### config.mk
export PLATFORM = sky130hd
export DESIGN_NAME = irq_cmd_decoder
export DESIGN_NICKNAME = d
export VERILOG_FILES = /design/src/rtl/irqcd_pkg.sv /design/src/rtl/irqcd_init_seq.sv /design/src/rtl/irqcd_oper.sv /design/src/rtl/irqcd_readback.sv /design/src/rtl/irq_cmd_decoder.sv
export SDC_FILE = /design/constraint.sdc
export NUM_CORES = 1
export LEC_CHECK = 0
export BUFFER_PORTS_ARGS = -buffer_cell sky130_fd_sc_hd__buf_2
export CAP_MARGIN = 20
export CORE_ASPECT_RATIO = 1.75
export CORE_UTILIZATION = 57
export CTS_CLUSTER_DIAMETER = 120
export CTS_CLUSTER_SIZE = 30
export DETAILED_ROUTE_END_ITERATION = 8
export PLACE_DENSITY = 0.89
export SLEW_MARGIN = 20
export SYNTH_ARGS = -nofsm -noshare
export SYNTH_HDL_FRONTEND = slang
export SYNTH_HIERARCHICAL = 1
export SYNTH_SLANG_ARGS = --single-unit
### constraint.sdc
create_clock -name clk -period 5.5 [get_ports clk]
set_clock_uncertainty 0.15 [all_clocks]
set_input_delay 0.825 -clock clk [delete_from_list [all_inputs] [get_ports clk]]
set_output_delay 0.825 -clock clk [all_outputs]
set_load 0.02 [all_outputs]
### src/rtl/irqcd_pkg.sv
package irqcd_pkg;

  localparam int IRQ_N  = 8;
  localparam int IRQ_LW = $clog2(IRQ_N);
  localparam int DW     = 8;

  typedef enum logic [1:0] {
    ST_RUN  = 2'd0,
    ST_BASE = 2'd1,
    ST_CASC = 2'd2,
    ST_MODE = 2'd3
  } init_step_t;

  // one-hot bit for a line
  function automatic logic [IRQ_N-1:0] line_bit(input logic [IRQ_LW-1:0] ln);
    line_bit = '0;
    line_bit[ln] = 1'b1;
  endfunction

  // the line that follows ln in rotation
  function automatic logic [IRQ_LW-1:0] next_line(input logic [IRQ_LW-1:0] ln);
    next_line = ln + 1'b1;
  endfunction

  // highest priority set bit counted from origin; {found, line}
  function automatic logic [IRQ_LW:0] top_set(input logic [IRQ_N-1:0] v,
                                               input logic [IRQ_LW-1:0] origin);
    logic [IRQ_LW-1:0] idx;
    top_set = '0;
    for (int k = IRQ_N - 1; k >= 0; k--) begin
      idx = origin + IRQ_LW'(k);
      if (v[idx]) top_set = {1'b1, idx};
    end
  endfunction

  // vector delivered for a line on a given base
  function automatic logic [DW-1:0] make_vec(input logic [DW-1:0] vbase,
                                             input logic [IRQ_LW-1:0] ln);
    make_vec = {vbase[DW-1:IRQ_LW], ln};
  endfunction

endpackage

### src/rtl/irqcd_init_seq.sv
module irqcd_init_seq
  import irqcd_pkg::*;
(
  input  logic          clk,
  input  logic          rst_n,
  input  logic          open_wr,
  input  logic          want_mode_bit,
  input  logic          single_bit,
  input  logic          step_wr,
  input  logic [DW-1:IRQ_LW] base_bits,
  input  logic          sfn_bit,
  input  logic          aeoi_bit,
  output logic [DW-1:0] vec_base,
  output logic          sfn_mode,
  output logic          aeoi,
  output logic          init_active
);

  init_step_t step_q, step_d;
  logic       want_mode_q, single_q;

  always_comb begin
    step_d = step_q;
    if (step_wr) begin
      unique case (step_q)
        ST_BASE: step_d = single_q ? (want_mode_q ? ST_MODE : ST_RUN) : ST_CASC;
        ST_CASC: step_d = want_mode_q ? ST_MODE : ST_RUN;
        ST_MODE: step_d = ST_RUN;
        default: step_d = ST_RUN;
      endcase
    end
  end

  always_ff @(posedge clk or negedge rst_n) begin
    if (!rst_n) begin
      step_q      <= ST_RUN;
      want_mode_q <= 1'b0;
      single_q    <= 1'b0;
      vec_base    <= '0;
      sfn_mode    <= 1'b0;
      aeoi        <= 1'b0;
    end else if (open_wr) begin
      step_q      <= ST_BASE;
      want_mode_q <= want_mode_bit;
      single_q    <= single_bit;
      vec_base    <= '0;
      sfn_mode    <= 1'b0;
      aeoi        <= 1'b0;
    end else begin
      step_q <= step_d;
      if (step_wr && step_q == ST_BASE) vec_base <= {base_bits, {IRQ_LW{1'b0}}};
      if (step_wr && step_q == ST_MODE) begin
        sfn_mode <= sfn_bit;
        aeoi     <= aeoi_bit;
      end
    end
  end

  assign init_active = (step_q != ST_RUN);


  mode_byte_chk: assert property (@(posedge clk) disable iff (!rst_n)
    step_wr && !open_wr && step_q == ST_MODE |=> !init_active && aeoi == $past(aeoi_bit)
      && sfn_mode == $past(sfn_bit));


  casc_step_chk: assert property (@(posedge clk) disable iff (!rst_n)
    step_wr && !open_wr && step_q == ST_CASC |=> step_q != ST_BASE && step_q != ST_CASC);

endmodule

### src/rtl/irqcd_oper.sv
module irqcd_oper
  import irqcd_pkg::*;
(
  input  logic              clk,
  input  logic              rst_n,
  input  logic              init_clr,
  input  logic              cmd_wr,
  input  logic              mode_wr,
  input  logic              mask_wr,
  input  logic              rd_en,
  input  logic [DW-1:0]     wdata,
  input  logic              take,
  input  logic [IRQ_LW-1:0] take_line,
  input  logic              aeoi,
  output logic [IRQ_N-1:0]  mask_q,
  output logic [IRQ_N-1:0]  isr_q,
  output logic [IRQ_LW-1:0] base_q,
  output logic              poll_q,
  output logic              rsel_q,
  output logic              smm_q
);

  logic              rot_q;
  logic [2:0]        cmd;
  logic [IRQ_LW:0]   hit;
  logic              eoi_hit;
  logic [IRQ_LW-1:0] eoi_line;
  logic [IRQ_LW-1:0] arg_line;
  logic [IRQ_N-1:0]  clr_vec, set_vec;
  logic              base_ld, rot_ld, rot_take;
  logic [IRQ_LW-1:0] base_nx;

  assign cmd      = wdata[7:5];
  assign hit      = top_set(isr_q, base_q);
  assign eoi_hit  = hit[IRQ_LW];
  assign eoi_line = hit[IRQ_LW-1:0];
  assign arg_line = wdata[IRQ_LW-1:0];

  always_comb begin
    clr_vec = '0;
    base_ld = 1'b0;
    base_nx = base_q;
    rot_ld  = 1'b0;
    if (cmd_wr) begin
      unique case (cmd)
        3'd0, 3'd4: rot_ld = 1'b1;
        3'd1: if (eoi_hit) clr_vec = line_bit(eoi_line);
        3'd5: if (eoi_hit) begin
          clr_vec = line_bit(eoi_line);
          base_ld = 1'b1;
          base_nx = next_line(eoi_line);
        end
        3'd3: clr_vec = line_bit(arg_line);
        3'd6: begin
          base_ld = 1'b1;
          base_nx = next_line(arg_line);
        end
        3'd7: begin
          clr_vec = line_bit(arg_line);
          base_ld = 1'b1;
          base_nx = next_line(arg_line);
        end
        default: ;
      endcase
    end
  end

  assign set_vec  = (take && !aeoi) ? line_bit(take_line) : '0;
  assign rot_take = take && aeoi && rot_q;

  always_ff @(posedge clk or negedge rst_n) begin
    if (!rst_n) begin
      mask_q <= '0; isr_q <= '0; base_q <= '0;
      rot_q  <= 1'b0; poll_q <= 1'b0; rsel_q <= 1'b0; smm_q <= 1'b0;
    end else if (init_clr) begin
      mask_q <= '0; isr_q <= '0; base_q <= '0;
      rot_q  <= 1'b0; poll_q <= 1'b0; rsel_q <= 1'b0; smm_q <= 1'b0;
    end else begin
      if (mask_wr) mask_q <= wdata;
      isr_q <= (isr_q & ~clr_vec) | set_vec;
      if (base_ld)       base_q <= base_nx;
      else if (rot_take) base_q <= next_line(take_line);
      if (rot_ld) rot_q <= wdata[7];
      if (mode_wr) begin
        if (wdata[2]) poll_q <= 1'b1;
        if (wdata[1]) rsel_q <= wdata[0];
        if (wdata[6]) smm_q  <= wdata[5];
      end
      if (rd_en) poll_q <= 1'b0;
    end
  end


  poll_drop_chk: assert property (@(posedge clk) disable iff (!rst_n)
    rd_en |=> !poll_q);


  isr_mark_chk: assert property (@(posedge clk) disable iff (!rst_n)
    take && !aeoi && !init_clr && !cmd_wr |=> isr_q[$past(take_line)]);


  aeoi_keep_chk: assert property (@(posedge clk) disable iff (!rst_n)
    take && aeoi && !init_clr && !cmd_wr |=> isr_q == $past(isr_q));


  eoi_clear_chk: assert property (@(posedge clk) disable iff (!rst_n)
    cmd_wr && cmd == 3'd1 && eoi_hit && !take && !init_clr |=> !isr_q[$past(eoi_line)]);

endmodule

### src/rtl/irqcd_readback.sv
module irqcd_readback
  import irqcd_pkg::*;
(
  input  logic              clk,
  input  logic              rst_n,
  input  logic              rd_en,
  input  logic              addr,
  input  logic              poll,
  input  logic              rsel,
  input  logic              win_valid,
  input  logic [IRQ_LW-1:0] win_line,
  input  logic [IRQ_N-1:0]  isr,
  input  logic [IRQ_N-1:0]  pend,
  input  logic [IRQ_N-1:0]  mask,
  input  logic              ack,
  input  logic [DW-1:0]     vec_base,
  output logic [DW-1:0]     rdata,
  output logic [DW-1:0]     vec,
  output logic              vec_valid
);

  logic [DW-1:0] rd_mux, poll_word, vec_nx;

  assign poll_word = win_valid ? {1'b1, {(DW-IRQ_LW-1){1'b0}}, win_line} : '0;
  assign vec_nx    = make_vec(vec_base, win_valid ? win_line : {IRQ_LW{1'b1}});

  always_comb begin
    if (poll)      rd_mux = poll_word;
    else if (addr) rd_mux = mask;
    else           rd_mux = rsel ? isr : pend;
  end

  always_ff @(posedge clk or negedge rst_n) begin
    if (!rst_n) begin
      rdata     <= '0;
      vec       <= '0;
      vec_valid <= 1'b0;
    end else begin
      if (rd_en) rdata <= rd_mux;
      if (ack)   vec   <= vec_nx;
      vec_valid <= ack;
    end
  end


  vec_pulse_chk: assert property (@(posedge clk) disable iff (!rst_n)
    ack |=> vec_valid && vec[DW-1:IRQ_LW] == $past(vec_base[DW-1:IRQ_LW]));


  vec_idle_chk: assert property (@(posedge clk) disable iff (!rst_n)
    !ack |=> !vec_valid && $stable(vec));


  spur_poll_chk: assert property (@(posedge clk) disable iff (!rst_n)
    rd_en && poll && !win_valid |=> rdata == '0);

endmodule

### src/rtl/irq_cmd_decoder.sv
module irq_cmd_decoder
  import irqcd_pkg::*;
(
  input  logic              clk,
  input  logic              rst_n,
  input  logic              wr_en,
  input  logic              rd_en,
  input  logic              addr,
  input  logic [DW-1:0]     wdata,
  output logic [DW-1:0]     rdata,
  input  logic              ack,
  input  logic              win_valid,
  input  logic [IRQ_LW-1:0] win_line,
  input  logic [IRQ_N-1:0]  pend_in,
  output logic [DW-1:0]     vec_o,
  output logic              vec_valid_o,
  output logic              take_o,
  output logic [IRQ_LW-1:0] take_line_o,
  output logic [IRQ_N-1:0]  mask_o,
  output logic [IRQ_N-1:0]  isr_o,
  output logic [IRQ_LW-1:0] prio_base_o,
  output logic              special_mask_o,
  output logic              sfn_mode_o,
  output logic              init_active_o
);

  logic wr_lo, wr_hi, open_wr, mode_wr, cmd_wr, mask_wr, step_wr;
  logic poll_q, rsel_q, aeoi_q, take;
  logic [DW-1:0] vec_base_q;

  assign wr_lo   = wr_en && !addr;
  assign wr_hi   = wr_en && addr;
  assign open_wr = wr_lo && wdata[4];
  assign mode_wr = wr_lo && !wdata[4] && wdata[3];
  assign cmd_wr  = wr_lo && !wdata[4] && !wdata[3];
  assign step_wr = wr_hi && init_active_o;
  assign mask_wr = wr_hi && !init_active_o;

  assign take        = win_valid && (ack || (rd_en && poll_q));
  assign take_o      = take;
  assign take_line_o = win_line;

  irqcd_init_seq u_seq (
    .clk           (clk),
    .rst_n         (rst_n),
    .open_wr       (open_wr),
    .want_mode_bit (wdata[0]),
    .single_bit    (wdata[1]),
    .step_wr       (step_wr),
    .base_bits     (wdata[DW-1:IRQ_LW]),
    .sfn_bit       (wdata[4]),
    .aeoi_bit      (wdata[1]),
    .vec_base      (vec_base_q),
    .sfn_mode      (sfn_mode_o),
    .aeoi          (aeoi_q),
    .init_active   (init_active_o)
  );

  irqcd_oper u_oper (
    .clk       (clk),
    .rst_n     (rst_n),
    .init_clr  (open_wr),
    .cmd_wr    (cmd_wr),
    .mode_wr   (mode_wr),
    .mask_wr   (mask_wr),
    .rd_en     (rd_en),
    .wdata     (wdata),
    .take      (take),
    .take_line (win_line),
    .aeoi      (aeoi_q),
    .mask_q    (mask_o),
    .isr_q     (isr_o),
    .base_q    (prio_base_o),
    .poll_q    (poll_q),
    .rsel_q    (rsel_q),
    .smm_q     (special_mask_o)
  );

  irqcd_readback u_rb (
    .clk       (clk),
    .rst_n     (rst_n),
    .rd_en     (rd_en),
    .addr      (addr),
    .poll      (poll_q),
    .rsel      (rsel_q),
    .win_valid (win_valid),
    .win_line  (win_line),
    .isr       (isr_o),
    .pend      (pend_in),
    .mask      (mask_o),
    .ack       (ack),
    .vec_base  (vec_base_q),
    .rdata     (rdata),
    .vec       (vec_o),
    .vec_valid (vec_valid_o)
  );


  init_clear_chk: assert property (@(posedge clk) disable iff (!rst_n)
    open_wr |=> init_active_o && isr_o == '0 && mask_o == '0 && prio_base_o == '0
      && !special_mask_o && !sfn_mode_o);


  mask_load_chk: assert property (@(posedge clk) disable iff (!rst_n)
    wr_en && addr && !init_active_o |=> mask_o == $past(wdata));


  mask_hold_chk: assert property (@(posedge clk) disable iff (!rst_n)
    wr_en && addr && init_active_o |=> $stable(mask_o));


  take_gate_chk: assert property (@(posedge clk) disable iff (!rst_n)
    take_o |-> win_valid && (ack || rd_en));

endmodule

==> flow_metrics.tcl <==
set metrics [dict create \
    area_growth_pct 10.2 \
    leakage_nw 1.83 \
    cts_max_level 2 \
    final-max-slew-violation-count 0 \
    pwr-share-clk_pct 16.2 \
    grt_pass1_vias 3322 \
    finalSetupViolCount 0 \
    max_freq_mhz 217 \
    seq_area_sq_um 1280 \
    drt-total-wl_mm 9.98 \
    grt_setup_unrepaired "false" \
    cp.arrival_ns 4.73 \
    cts-buffers-inserted 5 \
    netlist_area_sq_um 3710 \
    outcome "finished clean" \
    cts_setup_buffers 0 \
    post-dp-hpwl_mm 7.18 \
    syn-num-nets 408 \
    pre_cts_ws_ns 0.935 \
    syn_avg_cell_area_sq_um 9.90 \
    grt_use_total_pct 30.8 \
    clockBufferDepth 2 \
    internal_power_w 0.000806 \
    hold_violations 0 \
    p_switching_w 0.000588 \
    grt_max_degree 52 \
    clock_latency_ns 0.32 \
    ir_drop_uv 306 \
    critPathLaunchType "flop" \
    yosysWarnings 6 \
    pwr_density_cell_nw_per_um2 341 \
    drc_errors 0 \
    max_slew_margin_pct 42.6 \
    viasPerCell 6.39 \
    start_util_pct 59.6 \
    die-height_microns 109 \
    routed-via-count 3233 \
    fp.coreArea_sq_um 6230 \
    wire_per_inst_microns 19.7 \
    synth_cells 375 \
    clock-sinks 51 \
    postRouteAntennaNets 0 \
    overflow 0 \
    fin_hold_ws_ns 0.365 \
    clockRootBuffer "clkbuf_8" \
    portBuffers 68 \
    r2r_slack_ns 0.88 \
    routabilityCongestion 0.911 \
    critPathMaxFanout 17 \
    path_clk_slew_ns 0.10 \
    cp.required_ns 5.62 \
    fp-row-count 38 \
    finalNetCount 458 \
    fp.dieArea_sq_um 6850 \
    grt_first_pass_wirelength_mm 16.1 \
    drv_cap 0 \
    worst_pin_slew_ns 0.858 \
    ios 69 \
    antenna_found_initial 0 \
    hp-class "flop to flop" \
    end_kind "flop" \
    fillers 507 \
    cts_resized 0 \
    setup_ws_ns 0.882 \
    die_w_microns 63.0 \
    first_pass_iters 5 \
    multiInputGateArea_sq_um 2180 \
    post-route-period-util_pct 84.0 \
    drive_gt1_share_pct 29.8 \
    fin_setup_tns_ns 0 \
    design_power_total_w 0.00139 \
    final_cell_mix "68 x buf_2, 51 x dfrtp_1, 27 x nor2_1, 24 x a21oi_1, 23 x inv_1" \
    drt_iter0_markers 262 \
    crit_type "flop to flop" \
    antennaDiodeCount 0 \
    cts_tree "yes" \
    power_frac_comb_pct 45.7 \
    holdBufCountCts 0 \
    swShare_pct 42.2 \
    layout_commonest_cell "buf_2" \
    fin_crit_ns 4.62 \
    p_seq_share_pct 38.1 \
    utilization_pct 65.7 \
]
layer usage:
layer  global-route usage [%]  vias to the layer above  routed length [microns]
li1                         -                     1486                        -
met4                     18.6                        0                      347
met5                        0                        -                        0
met1                     32.1                     1595                     3690
met3                     3.66                       31                      418
met2                     57.8                      121                     5530
stage by stage:
stage / area [sq um] / std cells
final: 4090 / 506
after floorplan: 3710 / 375
after CTS: 4090 / 506
after global routing: 4090 / 506
after detailed placement: 4000 / 498
after global placement: 4000 / 498
path summary, 6_finish.rpt:
path                                               from                           end  depth (start not counted)
min in group asynchronous                         rst_n       u_rb/vec[3]$_DFFE_PN0P_                          2
max                        u_oper/base_q[0]$_DFFE_PN0P_  u_oper/base_q[2]$_DFFE_PN0P_                         11
max in group asynchronous                         rst_n     u_rb/rdata[5]$_DFFE_PN0P_                          2
min                             u_rb/vec[6]$_DFFE_PN0P_       u_rb/vec[6]$_DFFE_PN0P_                          1
min reg2reg                     u_rb/vec[6]$_DFFE_PN0P_       u_rb/vec[6]$_DFFE_PN0P_                          1
max reg2reg                u_oper/base_q[0]$_DFFE_PN0P_  u_oper/base_q[2]$_DFFE_PN0P_                         11
area by class of cell:
class,count,share of cell area [%]
sequential,51,31.2
clock buffer,5,1.68
timing repair buffer,70,8.69
inverter,23,2.11
clock inverter,3,0.489
multi-input combinational,274,53.4
tap,80,2.45
sequential cells by signal (all words and copies together), names as in the netlist:
name / cells
u_oper/isr_q: 8
u_oper/mask_q: 8
u_rb/rdata: 8
u_rb/vec: 8
u_seq/vec_base: 5
u_oper/base_q: 3
u_seq/step_q: 2
u_oper/poll_q: 1
u_oper/rot_q: 1
u_oper/rsel_q: 1
u_oper/smm_q: 1
u_rb/vec_valid: 1
u_seq/aeoi: 1
u_seq/sfn_mode: 1
u_seq/single_q: 1
u_seq/want_mode_q: 1
power groups by stage:
stage / Combinational, W / Clock (W) / Sequential (W)
after floorplan: 0.000414 / 0 / 0.000579
after global placement: 0.000611 / 0 / 0.000531
after detailed placement: 0.000628 / 0 / 0.000537
after CTS: 0.000632 / 0.000228 / 0.000529
after global routing: 0.000687 / 0.000238 / 0.000540
final: 0.000637 / 0.000225 / 0.000531
critical path: stages, from the launching register on:
cell and delay (ns):
dfrtp_1 0.85, inv_1 0.14, ha_1 0.55, mux4_2 0.44, nor4_1 0.44, a21boi_1 0.21
o211ai_2 0.41, mux2_2 0.39, ha_1 0.24, or4_1 0.50, a21o_1 0.17, nand3_1 0.06
No activity file was read; power rests on OpenSTA's default activity.
